--- src/rtl/pcs_rx_pkg.sv ---
package pcs_rx_pkg;
  localparam int CODE_W = 5;
  localparam int NIB_W  = 4;

  localparam logic [CODE_W-1:0] CG_IDLE = 5'b11111;
  localparam logic [CODE_W-1:0] CG_J    = 5'b11000;
  localparam logic [CODE_W-1:0] CG_K    = 5'b10001;
  localparam logic [CODE_W-1:0] CG_T    = 5'b01101;
  localparam logic [CODE_W-1:0] CG_R    = 5'b00111;

  typedef enum logic [2:0] {
    SK_DATA, SK_IDLE, SK_J, SK_K, SK_T, SK_R, SK_BAD
  } sym_kind_e;

  typedef enum logic [2:0] {
    ST_SEEK, ST_ARMED, ST_GOT_J, ST_FRAME, ST_GOT_T
  } rx_state_e;

  typedef struct packed {
    logic             err;
    logic [NIB_W-1:0] nib;
  } rx_beat_t;

  localparam int BEAT_W = $bits(rx_beat_t);
endpackage

--- src/rtl/pcs_rx_decode.sv ---
module pcs_rx_decode
  import pcs_rx_pkg::*;
(
  input  logic [CODE_W-1:0] code,
  output sym_kind_e         kind,
  output logic [NIB_W-1:0]  nib
);
  always_comb begin
    kind = SK_DATA;
    nib  = '0;
    case (code)
      5'b11110: nib = 4'h0;
      5'b01001: nib = 4'h1;
      5'b10100: nib = 4'h2;
      5'b10101: nib = 4'h3;
      5'b01010: nib = 4'h4;
      5'b01011: nib = 4'h5;
      5'b01110: nib = 4'h6;
      5'b01111: nib = 4'h7;
      5'b10010: nib = 4'h8;
      5'b10011: nib = 4'h9;
      5'b10110: nib = 4'hA;
      5'b10111: nib = 4'hB;
      5'b11010: nib = 4'hC;
      5'b11011: nib = 4'hD;
      5'b11100: nib = 4'hE;
      5'b11101: nib = 4'hF;
      CG_IDLE:  kind = SK_IDLE;
      CG_J:     kind = SK_J;
      CG_K:     kind = SK_K;
      CG_T:     kind = SK_T;
      CG_R:     kind = SK_R;
      default:  kind = SK_BAD;
    endcase
  end
endmodule

--- src/rtl/pcs_rx_ctrl.sv ---
module pcs_rx_ctrl
  import pcs_rx_pkg::*;
#(
  parameter int               DRIB_W   = 3,
  parameter int               DROP_MIN = 5,
  parameter logic [NIB_W-1:0] PRE_NIB  = 4'h5
) (
  input  logic              clk,
  input  logic              rst,
  input  logic              fire,
  input  sym_kind_e         kind,
  input  logic [NIB_W-1:0]  nib,
  input  logic [DRIB_W-1:0] dribble,
  output logic              emit,
  output rx_beat_t          emit_beat,
  output logic              early_end
);
  rx_state_e state_q, state_d;
  rx_beat_t  hold_q, hold_d;
  logic      early_d;
  logic      keep_tail;

  assign keep_tail = (int'(dribble) < DROP_MIN);

  always_comb begin
    state_d   = state_q;
    hold_d    = hold_q;
    emit      = 1'b0;
    emit_beat = hold_q;
    early_d   = 1'b0;
    if (fire) begin
      case (state_q)
        ST_SEEK: begin
          if (kind == SK_IDLE) state_d = ST_ARMED;
        end
        ST_ARMED: begin
          if (kind == SK_J)         state_d = ST_GOT_J;
          else if (kind != SK_IDLE) state_d = ST_SEEK;
        end
        ST_GOT_J: begin
          if (kind == SK_K) begin
            state_d   = ST_FRAME;
            emit      = 1'b1;
            emit_beat = '{err: 1'b0, nib: PRE_NIB};
            hold_d    = '{err: 1'b0, nib: PRE_NIB};
          end else if (kind == SK_IDLE) begin
            state_d = ST_ARMED;
          end else begin
            state_d = ST_SEEK;
          end
        end
        ST_FRAME: begin
          case (kind)
            SK_DATA: begin
              emit   = 1'b1;
              hold_d = '{err: 1'b0, nib: nib};
            end
            SK_T: begin
              emit    = keep_tail;
              state_d = ST_GOT_T;
            end
            SK_IDLE: begin
              emit    = keep_tail;
              early_d = 1'b1;
              state_d = ST_ARMED;
            end
            default: begin
              emit   = 1'b1;
              hold_d = '{err: 1'b1, nib: '0};
            end
          endcase
        end
        ST_GOT_T: begin
          if (kind == SK_IDLE) state_d = ST_ARMED;
          else                 state_d = ST_SEEK;
        end
        default: state_d = ST_SEEK;
      endcase
    end
  end

  always_ff @(posedge clk) begin
    if (rst) begin
      state_q   <= ST_SEEK;
      hold_q    <= '0;
      early_end <= 1'b0;
    end else begin
      state_q   <= state_d;
      hold_q    <= hold_d;
      early_end <= early_d;
    end
  end
endmodule

--- src/rtl/pcs_rx_outreg.sv ---
module pcs_rx_outreg #(
  parameter int W = 5
) (
  input  logic         clk,
  input  logic         rst,
  input  logic         load,
  input  logic [W-1:0] din,
  input  logic         out_ready,
  output logic         out_valid,
  output logic [W-1:0] dout,
  output logic         take_ok
);
  assign take_ok = !out_valid || out_ready;

  always_ff @(posedge clk) begin
    if (rst) begin
      out_valid <= 1'b0;
      dout      <= '0;
    end else if (load) begin
      out_valid <= 1'b1;
      dout      <= din;
    end else if (out_ready) begin
      out_valid <= 1'b0;
    end
  end
endmodule

--- src/rtl/pcs_rx_deframer.sv ---
module pcs_rx_deframer
  import pcs_rx_pkg::*;
#(
  parameter int               DRIB_W   = 3,
  parameter int               DROP_MIN = 5,
  parameter logic [NIB_W-1:0] PRE_NIB  = 4'h5
) (
  input  logic              clk,
  input  logic              rst,
  input  logic              in_valid,
  output logic              in_ready,
  input  logic [CODE_W-1:0] in_code,
  input  logic [DRIB_W-1:0] in_dribble,
  output logic              out_valid,
  input  logic              out_ready,
  output logic [NIB_W-1:0]  out_data,
  output logic              out_err,
  output logic              early_end
);
  sym_kind_e        kind;
  logic [NIB_W-1:0] dec_nib;
  logic             fire;
  logic             emit;
  rx_beat_t         emit_beat;
  rx_beat_t         out_beat;

  assign fire = in_valid && in_ready;

  pcs_rx_decode u_dec (
    .code (in_code),
    .kind (kind),
    .nib  (dec_nib)
  );

  pcs_rx_ctrl #(
    .DRIB_W   (DRIB_W),
    .DROP_MIN (DROP_MIN),
    .PRE_NIB  (PRE_NIB)
  ) u_ctrl (
    .clk       (clk),
    .rst       (rst),
    .fire      (fire),
    .kind      (kind),
    .nib       (dec_nib),
    .dribble   (in_dribble),
    .emit      (emit),
    .emit_beat (emit_beat),
    .early_end (early_end)
  );

  pcs_rx_outreg #(
    .W (BEAT_W)
  ) u_out (
    .clk       (clk),
    .rst       (rst),
    .load      (emit),
    .din       (emit_beat),
    .out_ready (out_ready),
    .out_valid (out_valid),
    .dout      (out_beat),
    .take_ok   (in_ready)
  );

  assign out_data = out_beat.nib;
  assign out_err  = out_beat.err;
endmodule

--- config.mk ---
export PLATFORM = sky130hd
export DESIGN_NAME = pcs_rx_deframer
export DESIGN_NICKNAME = d
export VERILOG_FILES = /design/src/rtl/pcs_rx_pkg.sv /design/src/rtl/pcs_rx_decode.sv /design/src/rtl/pcs_rx_ctrl.sv /design/src/rtl/pcs_rx_outreg.sv /design/src/rtl/pcs_rx_deframer.sv
export SDC_FILE = /design/constraint.sdc
export NUM_CORES = 1
export LEC_CHECK = 0
export ABC_AREA = 0
export BUFFER_PORTS_ARGS = -buffer_cell sky130_fd_sc_hd__buf_4
export CAP_MARGIN = 40
export CORE_UTILIZATION = 40
export CTS_BUF_LIST = sky130_fd_sc_hd__clkbuf_8
export CTS_CLUSTER_DIAMETER = 40
export DETAILED_ROUTE_END_ITERATION = 8
export PLACE_DENSITY = 0.69
export SLEW_MARGIN = 20
export SYNTH_ARGS = -nofsm -noshare
export SYNTH_HDL_FRONTEND = slang
export SYNTH_SLANG_ARGS = --single-unit
--- constraint.sdc ---
create_clock -name clk -period 1.8 [get_ports clk]
set_clock_uncertainty 0.2 [all_clocks]
set_input_delay 0 -clock clk [delete_from_list [all_inputs] [get_ports clk]]
set_output_delay 0 -clock clk [all_outputs]
set_load 0.01 [all_outputs]
==> results.cfg, run 1 <==
[cts]
clockBufferDepth = 2
insertion_delay_ps = 250
clk_pin_slew_ps = 60
cts-root-buf = clkbuf_8
clock-sinks = 15
cts_tree = built
ctsHtreeMaxLevel = 1
cts-buffers-inserted = 3

[routing]
vias = 887
vias_per_cell = 5.44
wl_per_cell_um = 13.3
ant_nets = 0
route.detailed.drc = 0
drt_iter0_drc = 13
first_pass_iters = 4
wl_mm = 2.16

[global_route]
top_usage_layer = met2
grt_overflow = 0
met2_usage = 0.329
grtUsageTotal = 0.190
grt_max_degree = 18
first_global_vias = 852
met3_usage = 0.0536
use_met1 = 0.223
antenna_found_initial = 0
grt_pass1_wl_mm = 3.71

[placement]
place.gp.congestion = 0.818
place_ws_ps = 44.0
post_dp_cell_area_um2 = 1130
portBuffers = 19
placed_cells = 151
dp_hpwl_mm = 1.45

[timing]
report.final.slew_viol_count = 0
finalSetupViolCount = 0
layout_min_cycle_time_ps = 1740
tightestPinTransition_ps = 401
final_hold_viol_count = 0
max_freq_mhz = 576
finalCritPeriodShare = 0.964
rsz0062_at_grt = yes
holdWs_ps = 42.1
relSlewSlack = 0.729
worst_slack_ps = 64.0

[power_and_ir_drop]
switchingPower_w = 0.000167
comb_power_share = 0.150
power_density_nw_per_um2 = 555
power_frac_clock = 0.376
sw_frac_of_total = 0.238
intPower_w = 0.000534
leakagePower_nw = 0.444
ir_worst_vdd_v = 0.000384
seqPwrFrac = 0.475

[setup_path]
end_kind = flop
cp_max_fo = 4
path_cells = inv_1, or4_1, a31oi_1, nor2_1, a221oi_2
required_ps = 1760
arrival_ps = 1690
worst-path-buf-inv = 1
crit_path_max_incr_delay_ps = 520
path_class = reg2reg
crit_slowest_cell = or4_1
path_delay_family = simple AND/OR/NAND/NOR gates
critPathLaunchType = flop

[logic_synthesis]
avgSynthCellArea_um2 = 9.11
synthesis.nets = 118
synth_edf_count = 0
yosys-top-cells-count = 15 x dfxtp_1, 13 x nor2_1, 5 x nand2b_1
synth.distinct_cells = 42
yosysTopAreaCellShare = 0.311
yosysMostFrequentCell = dfxtp_1
ys_ff_latch = 15
syn_area_um2 = 966
synthArstFlopShare = 0
synth_cells = 106
yosys_warnings = 0
ys_seq_area_frac = 0.311
synth_ff_type = dfxtp_1
yosysTopAreaCell = dfxtp_1
ys_top_cells_by_area = dfxtp_1 31%, nor2_1 5.1%, a221oi_2 4.7%

[cells_and_area]
nets = 148
fin_area_um2 = 1260
fin_cells = 163
n_fill_cell = 215
drive_gt1_frac = 0.333
area_growth_pct = 30.7
diodes = 0

[floorplan]
core_area_um2 = 2250
die_area_um2 = 2620
num_rows = 17
chipHeight_um = 51.1
die_w_um = 51.1
ios = 20
start_util = 0.428

[flow_run]
drv_cap = 0

[outcome]
outcome = finished clean

[min_path]
min_path_type = in2reg
[state kept, by name, indices dropped and copies added, names as in the netlist]
signal	flops
u_ctrl.early_end	1
u_ctrl.hold_q	5
u_ctrl.state_q	3
u_out.dout	5
u_out.out_valid	1
[power groups by stage]
stage	Combinational, W	Sequential, W	Clock [W]
after floorplan	0.0000680	0.000340	0
after global placement	0.0000892	0.000340	0
after detailed placement	0.0000909	0.000340	0
after CTS	0.000103	0.000333	0.000275
after global routing	0.000113	0.000332	0.000290
final	0.000105	0.000333	0.000263
[stage by stage]
stage	utilization	power, W	setup TNS, ps
floorplan	-	0.000408	0
global route	0.560	0.000735	-46.8
CTS	0.552	0.000711	0
global placement	0.501	0.000429	0
finish	0.560	0.000701	0
detailed placement	0.501	0.000431	0
[final timing paths]
check        slack (ps)  cells past startpoint                      startpoint                        endpoint
max reg2reg          60                      5  u_ctrl.state_q[0]$_SDFFE_PP0P_  u_ctrl.state_q[0]$_SDFFE_PP0P_
min                  40                      4                      in_code[0]     u_ctrl.early_end$_SDFF_PP0_
min reg2reg         260                      2   u_ctrl.hold_q[2]$_SDFFE_PP0P_   u_ctrl.hold_q[2]$_SDFFE_PP0P_
max                  60                      5  u_ctrl.state_q[0]$_SDFFE_PP0P_  u_ctrl.state_q[0]$_SDFFE_PP0P_
[cells by family (layout without fill, tap and decap cells)]
group / Yosys count / count (layout) / share of synthesized area
xor+xnor: 5 / 5 / 0.0531
flops: 15 / 15 / 0.311
compound gates: 29 / 29 / 0.241
buf+inv: 12 / 41 / 0.0777
simple gates: 43 / 43 / 0.295
mux: 2 / 2 / 0.0220
[layer usage]
layer | up-vias | share of wire
met5 | - | 0
met4 | 0 | 0.0093
met3 | 4 | 0.036
met2 | 23 | 0.50
met1 | 408 | 0.46
li1 | 452 | -
[cell usage in the layout, fill, tap and decap left out, types with 4 or more instances in the layout]
cell type and n:
buf_4 26, dfxtp_1 14, nor2_1 12, dlygate4sd3_1 7, nand2b_1 5, inv_1 5, nand3_1 4, o21ai_1 4
xnor2_1 4, nand2_1 4, o211ai_1 4
[worst register-to-register path, stage by stage (launching register included)]
cell and delay, ps:
dfxtp_2 340, inv_1 80, or4_1 520, a31oi_1 170, nor2_1 90, a221oi_2 240
[final cells by class]
cell class	count	area [um2]	area share
clock buffers	3	41.3	0.0327
multi-input cells	79	601	0.476
repair buffers	33	265	0.210
flip-flops and latches	15	302	0.239
well taps	28	35.0	0.0278
inverters	4	15.0	0.0119
clock inverters	1	3.75	0.00297
[repair_timing]
item | in CTS | in global routing
hold buffers | 7 | 0
endpoints found under the hold margin | 15 | 0
resized for setup | 0 | 3
buffers inserted | 0 | 1
setup endpoints to repair | 0 | 7
Note: power is estimated with default switching activity, not from simulation.
==> inputs of run 2 (changes only) <==
- ABC_AREA: 0 -> 1
- BUFFER_PORTS_ARGS: -buffer_cell sky130_fd_sc_hd__buf_4 -> -buffer_cell sky130_fd_sc_hd__buf_2
- PLACE_DENSITY: 0.69 -> 0.68
- SKIP_LAST_GASP: default -> 1
==> results.cfg, run 2 <==
[logic_synthesis]
synth.distinct_cells = 26
synthArstFlopShare = 0
yosys_warnings = 0
yosysMostFrequentCell = nand2_1
avgSynthCellArea_um2 = 6.44
yosys-top-cells-count = 44 x nand2_1, 18 x nor2_1, 15 x dfxtp_1
yosysTopAreaCell = dfxtp_1
synthesis.nets = 185
ys_top_cells_by_area = dfxtp_1 27%, nand2_1 15%, nand3_1 6.3%
yosysTopAreaCellShare = 0.270
ys_seq_area_frac = 0.270
ys_ff_latch = 15
synth_cells = 173
synth_edf_count = 0
synth_ff_type = dfxtp_1
syn_area_um2 = 1110

[placement]
placed_cells = 219
place.gp.congestion = 0.829
place_ws_ps = 201
dp_hpwl_mm = 1.97
portBuffers = 19

[routing]
wl_mm = 2.50
ant_nets = 0
route.detailed.drc = 0
drt_iter0_drc = 21
wl_per_cell_um = 11.0
vias = 1150
vias_per_cell = 5.09
first_pass_iters = 4

[setup_path]
critPathLaunchType = flop
cp_max_fo = 6
endpoint = u_out.dout[3]$_SDFFE_PP0P_
r2r-end = u_out.dout[3]$_SDFFE_PP0P_
path_class = reg2reg
startpoint = u_ctrl.state_q[0]$_SDFFE_PP0P_
reg2reg_from = u_ctrl.state_q[0]$_SDFFE_PP0P_
end_kind = flop
arrival_ps = 1550
r2r_slack_ps = 180
required_ps = 1730
reg2regPathDepth = 7

[cells_and_area]
final_cell_mix = 44 x nand2_1, 19 x buf_2, 18 x nor2_1
area_growth_pct = 17.3
n_fill_cell = 277
drive_gt1_frac = 0.301
nets = 209
diodes = 0
reg_top3 = u_ctrl.hold_q: 5 flops, u_out.dout: 5 flops, u_ctrl.state_q: 3 flops
fin_cells = 226
layout_commonest_cell = nand2_1

[power_and_ir_drop]
ir_worst_vdd_v = 0.000558
leakagePower_nw = 0.628
power_density_nw_per_um2 = 583

[cts]
ctsHtreeMaxLevel = 1
clock-sinks = 15
cts_resized = 0
cts-root-buf = clkbuf_8
clk_pin_slew_ps = 60
insertion_delay_ps = 250
cts-buffers-inserted = 3
cts_tree = built
post_cts_buffers = 0
clockBufferDepth = 2

[timing]
holdWs_ps = 33.7
finalSetupTns_ps = 0
finalSetupViolCount = 0
max_freq_mhz = 618
finalCritPeriodShare = 0.899
tightestPinTransition_ps = 339
relSlewSlack = 0.773
report.final.slew_viol_count = 0
layout_min_cycle_time_ps = 1620
rsz0062_at_grt = no
final_hold_viol_count = 0
worst_slack_ps = 182

[floorplan]
die_area_um2 = 3000
start_util = 0.438
core_area_um2 = 2540
die_w_um = 54.8
num_rows = 18
chipHeight_um = 54.8
ios = 20

[outcome]
outcome = finished clean

[global_route]
grtUsageTotal = 0.193
antenna_found_initial = 0
use_met1 = 0.246
met3_usage = 0.0500
first_global_vias = 977
grt_overflow = 0
top_usage_layer = met2
grt_pass1_wl_mm = 4.11
met2_usage = 0.317
grt_max_degree = 20

[min_path]
min_path_type = in2reg

[flow_run]
drv_cap = 0
## run 2: cell count changes in the layout (fill, tap and decap cells not counted), sizes merged, moves of 7 or more
cell and delta:
a21oi +10, buf -7, inv +15, nand2 +52, nand3 +12, nand4 +7
nor2 +11
## run 2: worst max-delay path, cell delays in order (launching register included)
cell and delay (ps):
dfxtp_1 450, inv_2 70, nor2_2 250, nand2_1 150, nand3_4 150, nand2_4 100, nand2_2 80, a21oi_2 50
## run 2: metal layers
layer / routed length (um) / share of wire / vias up
met1: 1160 / 0.47 / 508
met3: 132 / 0.053 / 4
li1: - / - / 611
met5: 0 / 0 / -
met2: 1170 / 0.47 / 27
met4: 26 / 0.010 / 0
## run 2: kinds of logic after synthesis
logic type,after synthesis,share of synthesized area
and+or+nand+nor,110,0.506
buffers and inverters,24,0.0854
AOI/OAI and AO/OA,24,0.139
DFF,15,0.270
## run 2: cell type report
type	instances	area, um2	area share
clock inverters	1	5.00	0.00383
multi-input cells	134	718	0.550
repair buffers	22	125	0.0958
flip-flops and latches	15	300	0.230
well taps	30	37.5	0.0287
inverters	21	78.8	0.0603
clock buffers	3	41.3	0.0316
## run 2: repair_timing
item                                   CTS  global route
endpoints found under the hold margin   13             0
setup endpoints to repair                0             0
hold buffers                             3             0
## run 2: how the worst min path moves through the flow
stage / to / startpoint / slack (ps) / cells past startpoint
3_5_place_dp: u_out.out_valid$_SDFFE_PP0P_ / out_ready / 130 / 4
4_1_cts: u_ctrl.hold_q[3]$_SDFFE_PP0P_ / in_code[1] / 30 / 5
6_report: u_ctrl.hold_q[3]$_SDFFE_PP0P_ / in_code[1] / 30 / 5
5_1_grt: u_ctrl.early_end$_SDFF_PP0_ / in_code[2] / 70 / 5
3_3_place_gp: u_out.out_valid$_SDFFE_PP0P_ / out_ready / 120 / 4
2_1_floorplan: u_out.out_valid$_SDFFE_PP0P_ / rst / -140 / 1
## run 2: through the flow
stage	total power, W	util	instance area (um2)
2_1_floorplan	0.000449	-	1110
3_3_place_gp	0.000480	0.483	1230
3_5_place_dp	0.000484	0.483	1230
4_1_cts	0.000772	0.513	1310
5_1_grt	0.000801	0.513	1310
6_report	0.000762	0.513	1310
## run 2: where the power goes
group          switching [W]  internal, W
logic              0.0000883    0.0000475
registers         0.00000845     0.000337
clock network       0.000127     0.000154
total               0.000223     0.000539
==> inputs of run 3 (changes only) <==
- CORE_MARGIN: default -> 5
==> results.cfg, run 3 (synthesis gave the netlist of run 2 again) <==
[outcome]
outcome = finished clean

[timing]
rsz0062_at_grt = no
report.final.slew_viol_count = 0
max_freq_mhz = 594
relSlewSlack = 0.775
finalSetupTns_ps = 0
holdWs_ps = 38.8
tightestPinTransition_ps = 337
finalCritPeriodShare = 0.935
layout_min_cycle_time_ps = 1680
final_hold_viol_count = 0
finalSetupViolCount = 0

[cts]
clk_pin_slew_ps = 60
post_cts_buffers = 0
cts_tree = built
cts-buffers-inserted = 3
cts-root-buf = clkbuf_8
clock-sinks = 15
insertion_delay_ps = 240
clockBufferDepth = 2
ctsHtreeMaxLevel = 1

[floorplan]
die_area_um2 = 3940
core_area_um2 = 2710
die_w_um = 62.8
num_rows = 19
start_util = 0.411
chipHeight_um = 62.8
ios = 20

[power_and_ir_drop]
switchingPower_w = 0.000211
intPower_w = 0.000539
leakagePower_nw = 0.638
seqPwrFrac = 0.461
ir_worst_vdd_v = 0.000445
sw_frac_of_total = 0.281
power_frac_clock = 0.351
power_density_nw_per_um2 = 566
comb_power_share = 0.188

[cells_and_area]
reg_top3 = u_ctrl.hold_q: 5 flops, u_out.dout: 5 flops, u_ctrl.state_q: 3 flops
final_util = 0.488
drive_gt1_frac = 0.298
nets = 211
final_cell_mix = 44 x nand2_1, 19 x buf_2, 18 x nor2_1
area_growth_pct = 18.9
layout_commonest_cell = nand2_1
fin_cells = 229
diodes = 0

[setup_path]
required_ps = 1760
cp_max_fo = 3
path_cells = dlygate4sd3_1, buf_2, inv_1, nand2_1, nand2_1, dlygate4sd3_1, nor4_1
path_class = in2reg
end_kind = flop
crit_slowest_cell = dlygate4sd3_1
path_delay_family = buffers and inverters
crit_path_max_incr_delay_ps = 560
critPathLaunchType = primary input
worst-path-buf-inv = 4
arrival_ps = 1640

[placement]
portBuffers = 19
placed_cells = 221
place.gp.congestion = 0.879
dp_hpwl_mm = 2.06

[global_route]
grtUsageTotal = 0.143
grt_pass1_wl_mm = 4.64
grt_overflow = 0
antenna_found_initial = 0
first_global_vias = 1057
grt_max_degree = 20

[routing]
vias_per_cell = 5.04
wl_per_cell_um = 11.4
ant_nets = 0
drt_iter0_drc = 53
vias = 1154
route.detailed.drc = 0
first_pass_iters = 4
wl_mm = 2.60

[flow_run]
drv_cap = 0

[min_path]
min_path_type = in2reg
run 3: power groups by stage:
stage / Sequential (W) / Combinational [W] / Clock, W
final: 0.000346 / 0.000141 / 0.000263
after global routing: 0.000347 / 0.000158 / 0.000291
after CTS: 0.000345 / 0.000139 / 0.000275
after detailed placement: 0.000353 / 0.000132 / 0
after global placement: 0.000352 / 0.000133 / 0
after floorplan: 0.000351 / 0.0000980 / 0
run 3: worst paths after layout:
check / end / start / slack [ps] / depth (start not counted)
hold / removal: u_ctrl.hold_q[3]$_SDFFE_PP0P_ / in_code[1] / 40 / 5
hold reg to reg: u_out.dout[2]$_SDFFE_PP0P_ / u_out.dout[2]$_SDFFE_PP0P_ / 270 / 2
setup reg to reg: u_out.dout[4]$_SDFFE_PP0P_ / u_ctrl.state_q[1]$_SDFFE_PP0P_ / 190 / 7
setup / recovery: u_ctrl.early_end$_SDFF_PP0_ / out_ready / 120 / 7
run 3: per-layer routing:
metal / share of wire / GRT usage
met1: 0.47 / 0.194
met2: 0.45 / 0.211
met3: 0.061 / 0.0306
met4: 0.018 / 0.0690
met5: 0 / 0
run 3: cell type report:
| type | instances | area (um2) |
|---|---|---|
| Inverter | 21 | 78.8 |
| Clock buffer | 3 | 41.3 |
| Fill cell | 282 | 1390 |
| Timing Repair Buffer | 24 | 143 |
| Sequential cell | 15 | 300 |
| Clock inverter | 1 | 3.75 |
| Tap cell | 31 | 38.8 |
| Multi-Input combinational cell | 134 | 718 |
run 3: through the flow:
stage | instance area (um2) | power, W | setup WS, ps
2_1_floorplan | 1110 | 0.000449 | 341
3_3_place_gp | 1240 | 0.000485 | 218
3_5_place_dp | 1240 | 0.000485 | 210
4_1_cts | 1320 | 0.000760 | 105
5_1_grt | 1320 | 0.000796 | 28.4
6_report | 1320 | 0.000749 | 116
run 3: repair_timing:
action	4_1_cts	5_1_grt
hold buffers	4	0
resized for setup	0	0
endpoints found under the hold margin	13	0
run 3: worst reg2reg max path, delay by kind of cell, from the launching register on:
family / cells / cell delay [ps]
AND/OR/NAND/NOR: 6 / 850
AO/OA/AOI/OAI: 1 / 50
flip-flops: 1 / 390
